**src/rtl/vco_pkg.sv**
```systemverilog
package vco_pkg;

  typedef enum logic [0:0] {
    DIV_IDLE = 1'b0,
    DIV_RUN  = 1'b1
  } div_state_e;

  // Saturating select of a value into [lo, hi]
  function automatic longint sat_range(input longint v, input longint lo, input longint hi);
    if (v < lo) return lo;
    if (v > hi) return hi;
    return v;
  endfunction

endpackage

```
**src/rtl/vco_freq_map.sv**
```systemverilog
module vco_freq_map #(
  parameter int CTRL_W  = 16,
  parameter int FMAX_HZ = 300_000,
  parameter int FMIN_HZ = 40_000,
  parameter int GAIN_HZ = 260,
  localparam int FREQ_W = $clog2(FMAX_HZ + 1),
  localparam int CALC_W = CTRL_W + 34
) (
  input  logic [CTRL_W-1:0] ctrl,
  output logic [FREQ_W-1:0] freq
);

  localparam logic signed [CALC_W-1:0] FMAX_S = CALC_W'(FMAX_HZ);
  localparam logic signed [CALC_W-1:0] FMIN_S = CALC_W'(FMIN_HZ);
  localparam logic signed [CALC_W-1:0] GAIN_S = CALC_W'(GAIN_HZ);

  logic signed [CALC_W-1:0] ctrl_ext;
  logic signed [CALC_W-1:0] prod;
  logic signed [CALC_W-1:0] f_raw;
  logic signed [CALC_W-1:0] f_sat;

  always_comb begin
    ctrl_ext = {{(CALC_W-CTRL_W){ctrl[CTRL_W-1]}}, ctrl};
    prod     = ctrl_ext * GAIN_S;
    f_raw    = FMAX_S - prod;
    if (f_raw < FMIN_S)      f_sat = FMIN_S;
    else if (f_raw > FMAX_S) f_sat = FMAX_S;
    else                     f_sat = f_raw;
    freq = f_sat[FREQ_W-1:0];
  end

endmodule

```
**src/rtl/vco_recip_div.sv**
```systemverilog
module vco_recip_div
  import vco_pkg::*;
#(
  parameter int NUM_W = 26,
  parameter int DEN_W = 19,
  localparam int CNT_W = $clog2(NUM_W + 1)
) (
  input  logic             clk,
  input  logic             rst,
  input  logic             start,
  input  logic [NUM_W-1:0] num,
  input  logic [DEN_W-1:0] den,
  output logic             busy,
  output logic             done,
  output logic [NUM_W-1:0] quot
);

  div_state_e       state;
  logic [NUM_W-1:0] q_sh;
  logic [DEN_W:0]   rem;
  logic [DEN_W-1:0] dvs;
  logic [CNT_W-1:0] step;
  logic [DEN_W:0]   trial;
  logic [DEN_W:0]   diff;
  logic             fits;

  always_comb begin
    trial = {rem[DEN_W-1:0], q_sh[NUM_W-1]};
    diff  = trial - {1'b0, dvs};
    fits  = (trial >= {1'b0, dvs});
  end

  always_ff @(posedge clk) begin
    if (rst) begin
      state <= DIV_IDLE;
      done  <= 1'b0;
      q_sh  <= '0;
      rem   <= '0;
      dvs   <= '0;
      step  <= '0;
    end else begin
      done <= 1'b0;
      case (state)
        DIV_IDLE: begin
          if (start) begin
            q_sh  <= num;
            rem   <= '0;
            dvs   <= den;
            step  <= '0;
            state <= DIV_RUN;
          end
        end
        default: begin
          q_sh <= {q_sh[NUM_W-2:0], fits};
          rem  <= fits ? diff : trial;
          step <= step + 1'b1;
          if (step == CNT_W'(NUM_W - 1)) begin
            state <= DIV_IDLE;
            done  <= 1'b1;
          end
        end
      endcase
    end
  end

  assign busy = (state == DIV_RUN);
  assign quot = q_sh;

endmodule

```
**src/rtl/vco_period_clamp.sv**
```systemverilog
module vco_period_clamp #(
  parameter int NUM_W = 26,
  parameter int PMIN  = 200,
  parameter int PMAX  = 1500,
  localparam int PER_W = $clog2(PMAX + 1)
) (
  input  logic             clk,
  input  logic             rst,
  input  logic             done,
  input  logic [NUM_W-1:0] quot,
  output logic [PER_W-1:0] period,
  output logic             ready
);

  localparam logic [NUM_W-1:0] LO = NUM_W'(PMIN);
  localparam logic [NUM_W-1:0] HI = NUM_W'(PMAX);

  logic [NUM_W-1:0] q_sat;

  always_comb begin
    if (quot < LO)      q_sat = LO;
    else if (quot > HI) q_sat = HI;
    else                q_sat = quot;
  end

  always_ff @(posedge clk) begin
    if (rst) begin
      period <= PER_W'(PMAX);
      ready  <= 1'b0;
    end else begin
      ready <= done;
      if (done) period <= q_sat[PER_W-1:0];
    end
  end

endmodule

```
**src/rtl/vco_period_gen.sv**
```systemverilog
module vco_period_gen #(
  parameter int CTRL_W  = 16,
  parameter int CLK_HZ  = 60_000_000,
  parameter int FMAX_HZ = 300_000,
  parameter int FMIN_HZ = 40_000,
  parameter int GAIN_HZ = 260,
  parameter int PMIN    = 200,
  parameter int PMAX    = 1500,
  localparam int NUM_W  = $clog2(CLK_HZ + 1),
  localparam int FREQ_W = $clog2(FMAX_HZ + 1),
  localparam int PER_W  = $clog2(PMAX + 1)
) (
  input  logic              clk,
  input  logic              rst,
  input  logic              ctrl_valid,
  input  logic [CTRL_W-1:0] ctrl_word,
  output logic [PER_W-1:0]  period_cnt,
  output logic              period_ready,
  output logic              calc_busy
);

  logic              pend_vld;
  logic [CTRL_W-1:0] pend_word;
  logic [CTRL_W-1:0] src_word;
  logic              div_start;
  logic              div_busy;
  logic              div_done;
  logic [FREQ_W-1:0] div_freq;
  logic [NUM_W-1:0]  div_quot;

  // Launch as soon as the divider is free; a fresh sample wins over a held one
  always_comb begin
    div_start = !div_busy && (ctrl_valid || pend_vld);
    src_word  = ctrl_valid ? ctrl_word : pend_word;
  end

  always_ff @(posedge clk) begin
    if (rst) begin
      pend_vld  <= 1'b0;
      pend_word <= '0;
    end else if (div_start) begin
      pend_vld  <= 1'b0;
    end else if (ctrl_valid) begin
      pend_vld  <= 1'b1;
      pend_word <= ctrl_word;
    end
  end

  vco_freq_map #(
    .CTRL_W (CTRL_W),
    .FMAX_HZ(FMAX_HZ),
    .FMIN_HZ(FMIN_HZ),
    .GAIN_HZ(GAIN_HZ)
  ) u_map (
    .ctrl(src_word),
    .freq(div_freq)
  );

  vco_recip_div #(
    .NUM_W(NUM_W),
    .DEN_W(FREQ_W)
  ) u_div (
    .clk  (clk),
    .rst  (rst),
    .start(div_start),
    .num  (NUM_W'(CLK_HZ)),
    .den  (div_freq),
    .busy (div_busy),
    .done (div_done),
    .quot (div_quot)
  );

  vco_period_clamp #(
    .NUM_W(NUM_W),
    .PMIN (PMIN),
    .PMAX (PMAX)
  ) u_clamp (
    .clk   (clk),
    .rst   (rst),
    .done  (div_done),
    .quot  (div_quot),
    .period(period_cnt),
    .ready (period_ready)
  );

  assign calc_busy = div_busy;

endmodule

```
**config.mk**
```make
export PLATFORM = sky130hd
export DESIGN_NAME = vco_period_gen
export DESIGN_NICKNAME = d
export VERILOG_FILES = /design/src/rtl/vco_pkg.sv /design/src/rtl/vco_freq_map.sv /design/src/rtl/vco_recip_div.sv /design/src/rtl/vco_period_clamp.sv /design/src/rtl/vco_period_gen.sv
export SDC_FILE = /design/constraint.sdc
export NUM_CORES = 1
export LEC_CHECK = 0
export BUFFER_PORTS_ARGS = -buffer_cell sky130_fd_sc_hd__buf_2
export CAP_MARGIN = 0
export CORE_MARGIN = 2
export CORE_UTILIZATION = 38
export DETAILED_ROUTE_END_ITERATION = 8
export GPL_TIMING_DRIVEN = 0
export HOLD_SLACK_MARGIN = 0.12
export PLACE_DENSITY = 0.54
export SLEW_MARGIN = 20
export SYNTH_ARGS = -nofsm -noshare
export SYNTH_HDL_FRONTEND = slang
export SYNTH_SLANG_ARGS = --single-unit
```
**constraint.sdc**
```tcl
create_clock -name clk -period 17.22 [get_ports clk]
set_input_delay 2.583 -clock clk [delete_from_list [all_inputs] [get_ports clk]]
set_output_delay 2.583 -clock clk [all_outputs]
set_load 0.03 [all_outputs]
```
==> metrics.md <==
| Metric | Value |
|---|---|
| Clk slew on worst S/H paths | ~70 ps |
| Synth unique cells | 68 |
| CTS tree | yes |
| Placer Congestion | between 0.9 and 1 |
| Synth Instances | between 700 and 800 |
| Endpoints failing setup | 0 |
| Global route overflow | 0 |
| Final Max Tran Viols | 0 |
| DR vias/cell | ~5.5 |
| Setup Fix Bufs, Post-CTS | 0 |
| CTS Buf Count | 9 |
| Synth area leader | dfxtp_1 |
| DRC viols | 0 |
| DRT Pass-1 Iters | 5 |
| Die Width | 135 um |
| DIE AREA | approximately 18,000 um2 |
| Worst Setup End Kind | register |
| Crit start category | input pin |
| Critical path class | in -> reg |
| EDFF count, synth | 0 |
| Fin util | 0.424 |
| Register area share after synthesis | 0.299 |
| Worst path cell trace | clkbuf_1 > buf_1 > buf_1 > mux2_2 > ha_1 > ha_1 > ha_1 > inv_1 > fa_1 > xnor2_1 > nor3b_1 > a21oi_1 > a311oi_1 > nor3_1 > or4_1 > o211ai_1 > o2111ai_4 > nor3b_4 > a32o_1 |
| Yosys warning total | 0 |
| H-tree Lvls | 3 |
| Global-route wire length before repair | ~28 mm |
| Vias in the first global route | 5,401 |
| Clock sink count | 98 |
| GR Util All Layers | 0.189 |
| Final hold violations | 0 |
| DRT antenna net count | 0 |
| Slowest cell delay on critical path | just over 600 ps |
| Most frequent CP cell | ha_1 |
| CP Max Fanout | 10 |
| Layout cell share with drive strength beyond 1 | 0.0981 |
| # diodes | 0 |
| IO Pins | 32 |
| Seq cells post-synth | 98 |
| Largest net degree at the start of global routing | 17 |
| Pleak | 2.98 nW |
| Async SR Flop Fraction | 0 |
| Power Total | between 0.8 and 0.9 mW |
| Min-delay src | pend_word[10]$_SDFFE_PP0N_ |
| Count leader, synth | dfxtp_1 |
| Vias | slightly below 6,000 |
| Post-layout min period | just under 9000 ps |
| Area growth syn-to-layout | 10.6% |
| Max-cap violations | 0 |
| Initial core utilization | 0.384 |
| Worst Hold Endpoint | pend_word[10]$_SDFFE_PP0N_ |
| Critical R2R Launch | pend_word[2]$_SDFFE_PP0N_ |
| Worst skew pair latency | 350 ps |
| Initial antenna violation count | 0 |
| Slew margin rel. | 0.385 |
| Syn Area/Cell | between 8 and 9 um2 |
| Slowest CP cell | buf_1 |
| VDD IR max | roughly 66 uV |
| Worst path buffer plus inverter count | 4 |
| CP delay by family, top | buffers and inverters |
| Nets@finish | 908 |
| Wire length per cell | ~16 um |
| Setup TNS | 0 ps |
| Iter 0 DRT Violations | between 200 and 300 |
| Die Y-Extent | between 100 and 150 um |
| Worst r2r dst | u_div.dvs[14]$_SDFFE_PP0P_ |
| Cell Rows | 48 |
| Top cells by area, synth | dfxtp_1 30%, ha_1 12%, nand2_1 4.2%, a21oi_1 3.9%, o21ai_0 3.7% |
| Hold_buf cts | 0 |
| Fin crit share | 0.509 |
| RSZ-0062 raised after global routing | false |
| Syn_nets | a little under 900 |
| Top post-synthesis cells by count | 98 x dfxtp_1, 73 x nand2_1, 64 x ha_1 |
| Routed WL | ~17 mm |
| Prevailing post-synth register cell | dfxtp_1 |
| IO Port Bufs | 29 |
| CTS root buf | clkbuf_16 |
| Fmax | around 110 MHz |
| Critical Path RT | approximately 18,000 ps |
| Synth top area share | 0.299 |
| Hold WC Path Type | reg -> reg |
| R2R Setup Slk | around 12,000 ps |
| Hold Path Stages | 2 |
| Arr. time, crit path | about 9000 ps |
| Status | complete, no violations |
| Post-CTS Resized | 0 |
| R2R cell count | 17 |
| Post-synthesis cell area | between 6000 and 7000 um2 |
| Fillers | 1,743 |
| Register area | just under 2000 um2 |
| Worst-Margin Slew | a little over 900 ps |
| Power per Cell Area | 122 nW/um2 |
| Clock Skew | around 6.2 ps |
| Bufs on Longest Clock Path | 2 |
| Area occupied by multi-input gates | approximately 4300 um2 |
| Core Region | about 17,000 um2 |
| Detailed placement HPWL | roughly 13 mm |
[how the worst max path moves through the flow]
| stage | start | endpoint | slack [ps] | cells past startpoint |
|---|---|---|---|---|
| after floorplan | ctrl_valid | u_div.dvs[13]$_SDFFE_PP0P_ | 9340 | 18 |
| final | ctrl_valid | u_div.dvs[14]$_SDFFE_PP0P_ | 8460 | 19 |
| after global placement | ctrl_valid | u_div.dvs[6]$_SDFFE_PP0P_ | 8120 | 20 |
| after detailed placement | ctrl_valid | u_div.dvs[6]$_SDFFE_PP0P_ | 8060 | 19 |
| after CTS | ctrl_valid | u_div.dvs[6]$_SDFFE_PP0P_ | 8410 | 19 |
| after global routing | ctrl_valid | u_div.dvs[6]$_SDFFE_PP0P_ | 7930 | 20 |
[worst min-delay path, cell delays in order, from the launching register on]
cell and delay (ps):
dfxtp_1 310, nand2_1 50, a21oi_1 50
[routing by layer]
| layer | routed length, um | global-route usage |
|---|---|---|
| met5 | 0 | 0 |
| met4 | 282 | 0.0561 |
| met3 | 315 | 0.0239 |
| met2 | 8100 | 0.317 |
| met1 | 8240 | 0.254 |
[where the power goes]
group          total, mW  internal (mW)  switching (mW)  leakage [nW]
Clock              0.190         0.0986          0.0917         0.127
Sequential         0.262          0.246          0.0156         0.800
Combinational      0.431          0.181           0.250          2.05
Total              0.883          0.526           0.357          2.98
[kinds of logic after synthesis]
logic type	synth area share
buffers and inverters	0.0453
AO/OA/AOI/OAI	0.244
XOR/XNOR	0.0507
AND/OR/NAND/NOR	0.178
multiplexers	0.0524
adder cells (fa/ha/maj)	0.131
flip-flops	0.299
[registers in the layout, indices dropped and copies added, names as in the netlist]
name and count:
u_div.busy 1, u_clamp.ready 1, u_div.step 5, u_div.done 1, pend_word 16, pend_vld 1
u_div.dvs 17, u_clamp.period 11, u_div.quot 26, u_div.rem 19
[per-stage QoR]
step	std cells	instance area [um2]	hold WS [ps]	setup WS [ps]
floorplan	782	6570	425	9340
global placement	1036	6990	436	8120
detailed placement	1036	6990	441	8060
CTS	1051	7260	451	8410
global route	1051	7260	469	7930
finish	1051	7260	452	8460
[layout by cell type (no fill, tap or decap), types with 12 or more instances in the layout]
master / Yosys / layout
xor2_1: 13 / 13
nand2_1: 73 / 73
nor3_1: 21 / 21
inv_1: 43 / 43
xnor2_1: 25 / 25
a22o_1: 15 / 15
nor2_1: 60 / 60
clkbuf_1: 25 / 26
a21oi_1: 51 / 51
dfxtp_1: 98 / 98
mux2i_1: 22 / 22
nand3_1: 14 / 14
a211oi_1: 13 / 13
o21ai_0: 49 / 49
ha_1: 64 / 64
buf_2: 2 / 31
a21o_1: 12 / 12
[cell type report]
| cell class | instances | area share |
|---|---|---|
| clock inverters | 5 | 0.00551 |
| repair buffers | 29 | 0.0200 |
| multi-input cells | 607 | 0.593 |
| well taps | 225 | 0.0388 |
| plain buffers | 34 | 0.0188 |
| flip-flops and latches | 98 | 0.270 |
| inverters | 43 | 0.0222 |
| clock buffers | 10 | 0.0315 |
No activity file was read; power rests on OpenSTA's default activity.
